**config.mk**
```make
export PLATFORM = sky130hd
export DESIGN_NAME = barrel_thread_sched
export DESIGN_NICKNAME = d
export VERILOG_FILES = /design/src/rtl/barrel_sched_pkg.sv /design/src/rtl/thread_slot.sv /design/src/rtl/rr_thread_pick.sv /design/src/rtl/barrel_thread_sched.sv
export SDC_FILE = /design/constraint.sdc
export NUM_CORES = 1
export LEC_CHECK = 0
export BUFFER_PORTS_ARGS = -buffer_cell sky130_fd_sc_hd__buf_2
export CORE_ASPECT_RATIO = 0.5
export CORE_UTILIZATION = 55
export CTS_CLUSTER_SIZE = 8
export DETAILED_ROUTE_END_ITERATION = 10
export PLACE_DENSITY_LB_ADDON = 0.08
export SLEW_MARGIN = 30
export SYNTH_ARGS = -nofsm -noshare
export SYNTH_HDL_FRONTEND = slang
export SYNTH_SLANG_ARGS = --single-unit
```
**constraint.sdc**
```tcl
create_clock -name clk -period 5.28 [get_ports clk]
set_input_delay 0.264 -clock clk [delete_from_list [all_inputs] [get_ports clk]]
set_output_delay 0.264 -clock clk [all_outputs]
set_load 0.05 [all_outputs]
```
**src/rtl/barrel_sched_pkg.sv**
```systemverilog
package barrel_sched_pkg;

    typedef enum logic [1:0] {
        TS_READY  = 2'd0,
        TS_BUSY   = 2'd1,
        TS_PARKED = 2'd2
    } thr_state_e;

    // Events seen by one thread context in one cycle
    typedef struct packed {
        logic issue;
        logic hit_cmp;
        logic to_park;
        logic hit_wake;
    } slot_evt_t;

    // Add an offset to an index and wrap once modulo n
    function automatic int wrap_add(input int base, input int off, input int n);
        int s;
        s = base + off;
        if (s >= n) s = s - n;
        return s;
    endfunction

endpackage

```
**src/rtl/thread_slot.sv**
```systemverilog
module thread_slot
    import barrel_sched_pkg::*;
#(
    parameter int PC_W  = 32,
    parameter int TID_W = 3,
    parameter int MY_ID = 0
) (
    input  logic             clk,
    input  logic             rst,
    input  logic [PC_W-1:0]  rst_vec,
    input  logic             issue,
    input  logic             cmp_vld,
    input  logic [TID_W-1:0] cmp_tid,
    input  logic [PC_W-1:0]  cmp_pc,
    input  logic             cmp_wait,
    input  logic             wake_vld,
    input  logic [TID_W-1:0] wake_tid,
    output logic             slot_ready,
    output logic [PC_W-1:0]  slot_pc
);

    localparam logic [TID_W-1:0] ID = TID_W'(MY_ID);

    thr_state_e      state_q;
    logic [PC_W-1:0] pc_q;
    slot_evt_t       ev;

    always_comb begin
        ev.issue    = issue && (state_q == TS_READY);
        ev.hit_cmp  = cmp_vld && (cmp_tid == ID) && (state_q == TS_BUSY);
        ev.to_park  = ev.hit_cmp && cmp_wait;
        ev.hit_wake = wake_vld && (wake_tid == ID) && (state_q == TS_PARKED);
    end

    always_ff @(posedge clk) begin
        if (rst) begin
            state_q <= TS_READY;
            pc_q    <= rst_vec;
        end else begin
            unique case (state_q)
                TS_READY: begin
                    if (ev.issue) state_q <= TS_BUSY;
                end
                TS_BUSY: begin
                    if (ev.hit_cmp) begin
                        pc_q    <= cmp_pc;
                        state_q <= ev.to_park ? TS_PARKED : TS_READY;
                    end
                end
                TS_PARKED: begin
                    if (ev.hit_wake) state_q <= TS_READY;
                end
                default: state_q <= TS_READY;
            endcase
        end
    end

    assign slot_ready = (state_q == TS_READY);
    assign slot_pc    = pc_q;

endmodule

```
**src/rtl/rr_thread_pick.sv**
```systemverilog
module rr_thread_pick
    import barrel_sched_pkg::*;
#(
    parameter int NTHR  = 8,
    parameter int TID_W = 3
) (
    input  logic [NTHR-1:0]  elig,
    input  logic [TID_W-1:0] last_tid,
    output logic             any,
    output logic [TID_W-1:0] sel_tid
);

    always_comb begin
        any     = 1'b0;
        sel_tid = '0;
        for (int off = 1; off <= NTHR; off++) begin
            int idx;
            idx = wrap_add(int'(last_tid), off, NTHR);
            if (!any && elig[idx]) begin
                any     = 1'b1;
                sel_tid = TID_W'(idx);
            end
        end
    end

endmodule

```
**src/rtl/barrel_thread_sched.sv**
```systemverilog
module barrel_thread_sched
    import barrel_sched_pkg::*;
#(
    parameter int NTHR  = 8,
    parameter int PC_W  = 32,
    localparam int TID_W = $clog2(NTHR)
) (
    input  logic                 clk,
    input  logic                 rst,
    input  logic [NTHR-1:0]      thr_en,
    input  logic [NTHR*PC_W-1:0] reset_pc,
    input  logic                 cmp_vld,
    input  logic [TID_W-1:0]     cmp_tid,
    input  logic [PC_W-1:0]      cmp_pc,
    input  logic                 cmp_wait,
    input  logic                 wake_vld,
    input  logic [TID_W-1:0]     wake_tid,
    output logic                 fetch_vld,
    output logic [TID_W-1:0]     fetch_tid,
    output logic [PC_W-1:0]      fetch_pc
);

    localparam logic [TID_W-1:0] LAST_INIT = TID_W'(NTHR - 1);

    logic [NTHR-1:0] ready_vec;
    logic [NTHR-1:0] elig;
    logic [PC_W-1:0] pc_arr [NTHR];
    logic [TID_W-1:0] last_q;
    logic             pick_any;
    logic [TID_W-1:0] pick_tid;

    for (genvar g = 0; g < NTHR; g++) begin : g_slot
        thread_slot #(
            .PC_W (PC_W),
            .TID_W(TID_W),
            .MY_ID(g)
        ) u_slot (
            .clk       (clk),
            .rst       (rst),
            .rst_vec   (reset_pc[g*PC_W +: PC_W]),
            .issue     (pick_any && (pick_tid == TID_W'(g))),
            .cmp_vld   (cmp_vld),
            .cmp_tid   (cmp_tid),
            .cmp_pc    (cmp_pc),
            .cmp_wait  (cmp_wait),
            .wake_vld  (wake_vld),
            .wake_tid  (wake_tid),
            .slot_ready(ready_vec[g]),
            .slot_pc   (pc_arr[g])
        );
    end

    assign elig = ready_vec & thr_en;

    rr_thread_pick #(
        .NTHR (NTHR),
        .TID_W(TID_W)
    ) u_pick (
        .elig    (elig),
        .last_tid(last_q),
        .any     (pick_any),
        .sel_tid (pick_tid)
    );

    always_ff @(posedge clk) begin
        if (rst)           last_q <= LAST_INIT;
        else if (pick_any) last_q <= pick_tid;
    end

    assign fetch_vld = pick_any;
    assign fetch_tid = pick_tid;
    assign fetch_pc  = pc_arr[pick_tid];

endmodule

```
Word-level counts from Yosys, hierarchy flattened. Cells that the tools add are included.

Bits in registers: 275. Input port bits: 307. Logic and storage cells: 341.

$add $sub $neg: 16. Magnitude comparators: 17. Equality and inequality tests: 61. Multiplexer cells: 115. Bitwise operators: 2. Reductions and logical operators: 113.

Operator list (number): 32-bit 2-to-1 mux (34); 32-bit by 5-bit >= comparator with 1-bit output (second input constant) (8); 32-bit by 5-bit less-than comparator with 1-bit output (second input constant) (8); 32-bit by 5-bit subtractor with 32-bit output (second input constant) (8); 32-bit binary-select mux with 3-bit select (1); 2-bit 2-to-1 mux (32); 1-bit logical AND (63); 2-bit one-hot mux with 3 select lines (8); 3-bit == test (second input constant) (12); 2-bit by 1-bit inequality test with 1-bit output (second input constant) (16); 2-bit nonzero test (16); 1-bit binary-select mux with 3-bit select (8); 1-bit 2-to-1 mux (24); 3-bit 2-to-1 mux (8); 3-bit AND reduction (8); 3-bit by 2-bit == test with 1-bit output (second input constant) (6); 3-bit by 3-bit adder with 4-bit output (second input constant) (4); 2-bit by 1-bit == test with 1-bit output (second input constant) (8); 2-bit == test (second input constant) (8); 2-bit logical NOT (8); 2-bit inequality test (second input constant) (8); 2-bit AND reduction (8); 3-bit by 1-bit == test with 1-bit output (second input constant) (3); 3-bit logical NOT (3); other kinds (7) (14).

Depth between registers and ports, before layout. Gate-level depths: netlist (run 1).

Depth after elaboration: 33. Mapped depth: 18. Depth with buffers taken out: 12.

By module. From an unflattened synthesis (run 1), not the netlist that was laid out.

Cell total of the unflattened synthesis: 968. Area total of the unflattened synthesis: 14944.3 µm².

By module, submodules not included: thread_slot at g_slot[3].u_slot ... (instances 3, cells an instance 82, area an instance 1490.2 µm², seq. area each 1001.0 µm²); thread_slot at g_slot[1].u_slot ... (instances 2, cells an instance 81, area an instance 1478.9 µm², seq. area each 1001.0 µm²); barrel_thread_sched (instances 1, cells an instance 222, area an instance 2240.9 µm², seq. area each 60.1 µm²); thread_slot at g_slot[4].u_slot (instances 1, cells an instance 82, area an instance 1503.9 µm², seq. area each 1001.0 µm²); thread_slot at g_slot[7].u_slot (instances 1, cells an instance 81, area an instance 1493.9 µm², seq. area each 1001.0 µm²); thread_slot at g_slot[0].u_slot (instances 1, cells an instance 82, area an instance 1491.4 µm², seq. area each 1001.0 µm²); rr_thread_pick (instances 1, cells an instance 93, area an instance 785.8 µm², seq. area each 0.0 µm²).

Worst setup path after synthesis (run 1). OpenSTA, ideal clock, no wires.

Path kind: register to output. From: reg last_q[1]. To: out fetch_pc[17]. Data arrival time: 5.389 ns. Path slack: -0.373 ns. Stages on the path, launching flop included: 17. Path buffers: 7. Cell sequence: dfxtp_1 > buf_4 > buf_4 > clkbuf_1 > inv_1 > ha_1 > buf_2 > mux2_1 > mux4_1 > buf_1 > a31o_1 > o32a_1 > a22oi_2 > buf_4 > buf_2 > mux2_2 > a211oi_1.

Cells in the longest elaborated chain, start to end: 32. Elaborated cells on any way between the ends: 89. Those cells by class: add/sub (16); order compare (8); mux (50); bitwise (1); reduce/logical (14).

RTL lines: from (decl) (line barrel_thread_sched.sv:28) `logic [TID_W-1:0] last_q;`; from (signal assigned) (line barrel_thread_sched.sv:67) `else if (pick_any) last_q <= pick_tid;`; 3-bit by 1-bit adder with 4-bit output (line barrel_sched_pkg.sv:20) `s = base + off;`; 32-bit by 5-bit subtractor with 32-bit output or 32-bit by 5-bit >= comparator with 1-bit output (tied branches) (line barrel_sched_pkg.sv:21) `if (s >= n) s = s - n;`; 32-bit 2-to-1 mux (line barrel_sched_pkg.sv:21); 1-bit binary-select mux with 3-bit select (line rr_thread_pick.sv:19) `if (!any && elig[idx]) begin`; 1-bit 2-to-1 mux (not written as such) (2 in a row) (line rr_thread_pick.sv:19); 1-bit 2-to-1 mux (line rr_thread_pick.sv:19); 1-bit logical NOT (line rr_thread_pick.sv:19); 1-bit logical AND (line rr_thread_pick.sv:19); [... 14 more ...]; 1-bit logical AND (line rr_thread_pick.sv:19); 1-bit 2-to-1 mux (line rr_thread_pick.sv:19); 1-bit logical NOT (line rr_thread_pick.sv:19); 1-bit logical AND (line rr_thread_pick.sv:19); 3-bit 2-to-1 mux (*) (line rr_thread_pick.sv:19); 3-bit NOT with 4-bit output (not written as such) (*) (line barrel_thread_sched.sv:72) `assign fetch_pc = pc_arr[pick_tid];`; 32-bit binary-select mux with 3-bit select (*) (line barrel_thread_sched.sv:72); 32-bit 2-to-1 mux (not written as such) (*) (2 in a row) (line barrel_thread_sched.sv:72); to (decl) (line barrel_thread_sched.sv:20) `output logic [PC_W-1:0] fetch_pc`.

Every way passes the cells marked *; elsewhere a longest branch is shown, timed or not. The select of a mux whose other input is x is not followed.

Worst setup path in the final report (run 1).
From: reg last_q[1]. To: out fetch_pc[8].

Same word-level chain as after synthesis.

==> flow_metrics.py, run 1 <==
metrics = {
    "layout": {
        "ff_latch_area_mm2": 0.00807,
        "multiInputGateArea_mm2": 0.00627,
        "fin_cells": 2114,
        "final.fill_count": 1913,
        "nNetsFinal": 2063,
        "final_area_mm2": 0.0183,
        "area_growth_syn_to_layout_pct": 25.1,
        "final_util": 0.714,
        "drive_gt1_frac": 0.299,
    },
    "route": {
        "drt_iter0_markers": 1123,
        "drcViolationCount": 0,
        "dr.pass1.iters": 6,
        "wl_um": 44900,
        "ant_nets": 0,
        "vias": 12394,
        "vias_per_cell": 5.86,
        "routedWlPerCell_um": 21.3,
    },
    "clock_tree": {
        "htree_levels": 2,
        "cts_tree": "built",
        "root_buffer": "clkbuf_16",
        "clockBufferDepth": 3,
        "clock_latency_ns": 0.54,
        "clkTransAtPathRegs_ns": 0.05,
        "cts_num_sinks": 275,
        "cts_buffers": 40,
    },
    "timing": {
        "slew_viol_final": 0,
        "worstMarginPinSlew_ns": 0.960,
        "fin_crit_sh": 0.970,
        "min_period_ns": 5.12,
        "clock_skew_ns": 0.0200,
        "tns_ns": 0,
        "max_clock_freq_ghz": 0.195,
        "finalSetupViolations": 0,
        "slew_headroom": 0.360,
        "hold_violations": 0,
    },
    "floorplan": {
        "num_rows": 41,
        "start_util": 0.571,
        "die_w_um": 233,
        "dieArea_mm2": 0.0273,
        "core-area_mm2": 0.0256,
        "fp.dieH_um": 117,
        "io_pins": 343,
    },
    "global_routing": {
        "grt_overflow": 0,
        "antenna_found_initial": 1,
        "grt_pass1_vias": 12418,
        "grt_use_total": 0.332,
        "grt_first_pass_wirelength_um": 69200,
        "grt_max_degree": 116,
    },
    "logic_synthesis": {
        "synth_ff_type": "edfxtp_1",
        "yosysUniqueCellTypes": 70,
        "synth_edf_count": 256,
        "ys_ff_latch": 275,
        "ys_seq_area_frac": 0.551,
        "yosysWarnings": 0,
        "synth_area_mm2": 0.0146,
        "synth_cells": 1427,
        "syn_nets": 1736,
        "avgSynthCellArea_um2": 10.3,
        "synth-async-reset-ratio": 0,
    },
    "setup_path": {
        "crit_required_ns": 5.02,
        "critical_path_arrival_ns": 4.86,
        "path_class": "reg -> out",
        "reg2reg_slack_ns": 1.37,
        "startpoint_type": "register",
        "cp_max_fo": 27,
        "cp-end-kind": "output pin",
    },
    "place": {
        "place_area_mm2": 0.0167,
        "dp_cells": 2021,
        "gp_congestion": 0.942,
        "hpwl_um": 29800,
        "io_buffers": 342,
    },
    "outcome": {
        "status": "complete, no violations",
    },
    "min_path": {
        "hp-class": "in -> reg",
    },
    "run": {
        "cap_violations": 0,
    },
}
-- final cells by class --
| type | count | area share |
|---|---|---|
| inverter | 10 | 0.00246 |
| clock inverter | 3 | 0.00294 |
| antenna | 2 | 0.000273 |
| sequential | 275 | 0.440 |
| clock buffer | 53 | 0.0585 |
| multi-input combinational | 1019 | 0.342 |
| timing repair buffer | 408 | 0.130 |
| tap | 344 | 0.0235 |
-- placed cells by master, fill, tap and decap left out, types with 15 or more instances in the layout --
master         netlist  layout
nand2_1            525     525
buf_4                4      28
a211oi_2             1      32
dlygate4sd3_1        0      29
nor3b_1             16      15
a21oi_1             21      21
clkbuf_16            0      41
nand2b_1            36      36
nor3_1              15      15
mux2_2              33      33
a2111oi_0           70      41
and2_1              54      54
a2111oi_1            2      26
nor2_1              16      16
edfxtp_1           256     256
dfxtp_1             19      19
mux2i_1             66      66
buf_2                8     340
-- per-layer routing --
| layer | vias up | part of all wire | GRT usage |
|---|---|---|---|
| li1 | 5746 | - | - |
| met1 | 6010 | 0.41 | 0.446 |
| met2 | 559 | 0.49 | 0.555 |
| met3 | 79 | 0.081 | 0.0606 |
| met4 | 0 | 0.020 | 0.0846 |
| met5 | - | 0 | 0 |
-- repair_timing --
item	4_1_cts	5_1_grt
pin swaps	1	2
buffers inserted	2	4
resized for setup	9	39
hold endpoints to repair	29	0
hold buffers	29	0
setup endpoints to repair	32	32
-- path summary, 6_finish.rpt --
check / startpoint / to / cells after the start
hold / removal: reset_pc[178] / g_slot[5].u_slot.slot_pc[18]$_DFFE_PP_ / 3
setup reg to reg: last_q[1]$_SDFFE_PP1P_ / g_slot[5].u_slot.state_q[0]$_SDFFE_PP0P_ / 13
setup / recovery: last_q[1]$_SDFFE_PP1P_ / fetch_pc[8] / 13
hold reg to reg: g_slot[4].u_slot.state_q[1]$_SDFFE_PP0P_ / g_slot[4].u_slot.state_q[1]$_SDFFE_PP0P_ / 2
-- critical path, stage by stage, from the launching register on --
cell and delay [ns]:
dfxtp_1 0.30, buf_4 0.22, nor4b_1 0.51, a211oi_1 0.15
or4_1 0.62, a221o_1 0.36, a32o_1 0.30, a31oi_4 0.21
clkinv_4 0.28, buf_12 0.27, and2_1 0.17, a2111oi_1 0.63
a211oi_2 0.05, buf_2 0.24
-- cell usage after synthesis, drive strengths merged (2+ instances only) --
cell type    n  area [µm²]
or3          2        12.5
inv         10        40.1
buf         29         255
nor2b        3        18.8
a31o         2        17.5
nor4        14         106
nand2      525        1970
a211o        3        26.3
o21bai       5        37.5
or4b         2        20.0
xnor2        2        17.5
ha           2        25.0
a21oi       21         105
nor4b       15         144
edfxtp     256        7690
nor2        17        66.3
mux4         3        71.3
a2111oi     73         661
a211oi      36         275
nand4        3        18.8
nand3b       4        30.0
nor4bb       4        40.0
nor3b       16         120
nand3        6        30.0
and2        66         413
xor2         3        26.3
o22ai        2        12.5
dfxtp       19         380
a21o         3        22.5
nand2b      36         225
a31oi        8        65.1
mux2        37         417
clkbuf      94         354
o21ai        7        35.0
or4          5        41.3
mux2i       66         661
nor3        15        75.1
-- sequential cells by signal, indices dropped and copies added (netlist names) --
name	count
last_q	3
g_slot.u_slot.slot_pc	256
g_slot.u_slot.state_q	16
-- kinds of logic after synthesis --
group                      synth area share
DFF                                   0.551
and+or+nand+nor                       0.230
xor gates and xnor gates            0.00299
buffers and inverters                0.0443
muxes                                0.0784
AOI/OAI and AO/OA                    0.0918
adders and majority gates           0.00171
-- stage by stage --
step	worst slack, ns	hold slack (ns)
after detailed placement	0.240	0.533
after global routing	-0.0266	0.00645
final	0.157	0.0132
after floorplan	0.0951	0.403
after global placement	0.312	0.531
after CTS	0.0205	0.00000125
Power of run 1 is left out: the tool's default activity adds up to more than one toggle a clock period on the data nets, which glitch-free logic cannot reach.
==> run 2, diff against run 1 <==
--- a/config.mk
+++ b/config.mk
@@ -5,11 +5,12 @@
 export SDC_FILE = /design/constraint.sdc
 export NUM_CORES = 1
 export LEC_CHECK = 0
-export BUFFER_PORTS_ARGS = -buffer_cell sky130_fd_sc_hd__buf_2
+export BUFFER_PORTS_ARGS = -buffer_cell sky130_fd_sc_hd__buf_4
 export CORE_ASPECT_RATIO = 0.5
 export CORE_UTILIZATION = 55
 export CTS_CLUSTER_SIZE = 8
 export DETAILED_ROUTE_END_ITERATION = 10
+export HOLD_SLACK_MARGIN = 0.02
 export PLACE_DENSITY_LB_ADDON = 0.08
 export SLEW_MARGIN = 30
 export SYNTH_ARGS = -nofsm -noshare
==> run 2 against run 1 <==
Effect of this change:
- fmax is 1.4% lower
- clock skew is 0.012 ns higher
- cell count is 5.9% higher
- utilization is 7.8 points higher
- flip-flop and latch count stayed put
- non-clock buffer count is 123 higher
==> flow_metrics.py, run 2 (synthesis gave the netlist of run 1 again) <==
metrics = {
    "outcome": {
        "status": "complete, no violations",
    },
    "clock_tree": {
        "clock_latency_ns": 0.55,
        "clkTransAtPathRegs_ns": 0.05,
        "cts_tree": "built",
        "htree_levels": 2,
        "root_buffer": "clkbuf_16",
        "cts_buffers": 40,
        "clockBufferDepth": 3,
        "cts_num_sinks": 275,
    },
    "route": {
        "wl_um": 49300,
        "dr.pass1.iters": 7,
        "routedWlPerCell_um": 22.0,
        "vias": 13319,
        "drt_iter0_markers": 1250,
        "drcViolationCount": 0,
        "ant_nets": 0,
        "vias_per_cell": 5.95,
    },
    "global_routing": {
        "grt_first_pass_wirelength_um": 74100,
        "grt_use_total": 0.355,
        "grt_max_degree": 144,
        "grt_pass1_vias": 13515,
        "antenna_found_initial": 6,
        "grt_overflow": 0,
    },
    "timing": {
        "finalSetupViolations": 0,
        "slew_viol_final": 0,
        "whs_ns": 0.0290,
        "hold_violations": 0,
        "max_clock_freq_ghz": 0.192,
        "clock_skew_ns": 0.0323,
        "min_period_ns": 5.20,
        "worstMarginPinSlew_ns": 1.04,
        "slew_headroom": 0.296,
        "fin_crit_sh": 0.984,
    },
    "floorplan": {
        "core-area_mm2": 0.0256,
        "die_w_um": 233,
        "start_util": 0.571,
        "fp.dieH_um": 117,
        "dieArea_mm2": 0.0273,
        "io_pins": 343,
        "num_rows": 41,
    },
    "layout": {
        "layout_commonest_cell": "nand2_1",
        "layout_common_cells": "nand2_1, buf_4, edfxtp_1, dlygate4sd3_1, mux2i_1",
        "final.fill_count": 1554,
        "drive_gt1_frac": 0.274,
        "area_growth_syn_to_layout_pct": 38.8,
        "final_area_mm2": 0.0203,
        "largest_reg_flops": 256,
        "nNetsFinal": 2186,
    },
    "setup_path": {
        "reg2reg_slack_ns": 1.31,
        "r2r-end": "g_slot[3].u_slot.state_q[0]$_SDFFE_PP0P_",
        "cp-end-kind": "output pin",
        "cp-startpoint": "last_q[1]$_SDFFE_PP1P_",
        "ff2ff_path_depth": 12,
        "critical_path_arrival_ns": 4.93,
        "timing.rr.start": "last_q[1]$_SDFFE_PP1P_",
        "cp_max_fo": 38,
        "path_class": "reg -> out",
        "startpoint_type": "register",
        "crit_required_ns": 5.02,
    },
    "min_path": {
        "hp-class": "in -> reg",
        "min_from": "reset_pc[92]",
        "min_delay_worst_endpoint": "g_slot[2].u_slot.slot_pc[28]$_DFFE_PP_",
        "whs_path_depth": 3,
    },
    "place": {
        "gp_congestion": 0.899,
        "io_buffers": 342,
        "hpwl_um": 29700,
        "place_area_mm2": 0.0176,
    },
    "run": {
        "cap_violations": 0,
    },
}
==> run 2: stage by stage <==
stage                     std cells  setup slack [ns]  setup TNS, ns   util
after global routing           2238           -0.0180        -0.0489  0.792
final                          2238            0.0837              0  0.792
after floorplan                1427            0.0951              0      -
after detailed placement       2023             0.420              0  0.686
after CTS                      2228           0.00480              0  0.788
after global placement         2023             0.444              0  0.685
==> run 2: layer usage <==
layer | GRT usage | share of wire
met1 | 0.444 | 0.38
met2 | 0.605 | 0.49
met3 | 0.0601 | 0.082
met4 | 0.156 | 0.040
met5 | 0 | 0
==> run 2: critical path, cell delays in order, from the launching register on <==
cell	delay (ns)
dfxtp_1	0.30
buf_4	0.22
nor4b_2	0.55
nor3_1	0.18
or4_1	0.66
a221o_1	0.36
a32o_1	0.28
a31oi_4	0.21
buf_4	0.39
buf_6	0.36
a2111oi_0	0.17
buf_4	0.17
a211oi_2	0.26
buf_4	0.25
==> run 2: how the worst max path moves through the flow <==
stage,end,slack [ns],cells after the start
floorplan,fetch_pc[17],0.1,16
global placement,fetch_pc[11],0.44,13
detailed placement,fetch_pc[2],0.42,13
CTS,fetch_pc[20],0.005,14
global route,fetch_pc[1],-0.02,15
finish,fetch_pc[11],0.08,13
==> run 2: cell type report <==
cell class / instances / area [µm²] / area share
Sequential cell: 275 / 8070 / 0.397
Antenna cell: 6 / 15.0 / 0.000739
Tap cell: 344 / 430 / 0.0212
Clock inverter: 3 / 57.6 / 0.00283
Timing Repair Buffer: 531 / 4450 / 0.219
Multi-Input combinational cell: 1019 / 6220 / 0.306
Inverter: 10 / 45.0 / 0.00222
Clock buffer: 50 / 1040 / 0.0511
==> run 2: what timing repair did <==
item,4_1_cts,5_1_grt
hold buffers,152,2
gates resized for setup,3,20
setup buffers,0,2
endpoints found under the setup margin,32,32
pin swaps,1,2
endpoints found under the hold margin,152,2
Power of run 2 is left out for the same reason.
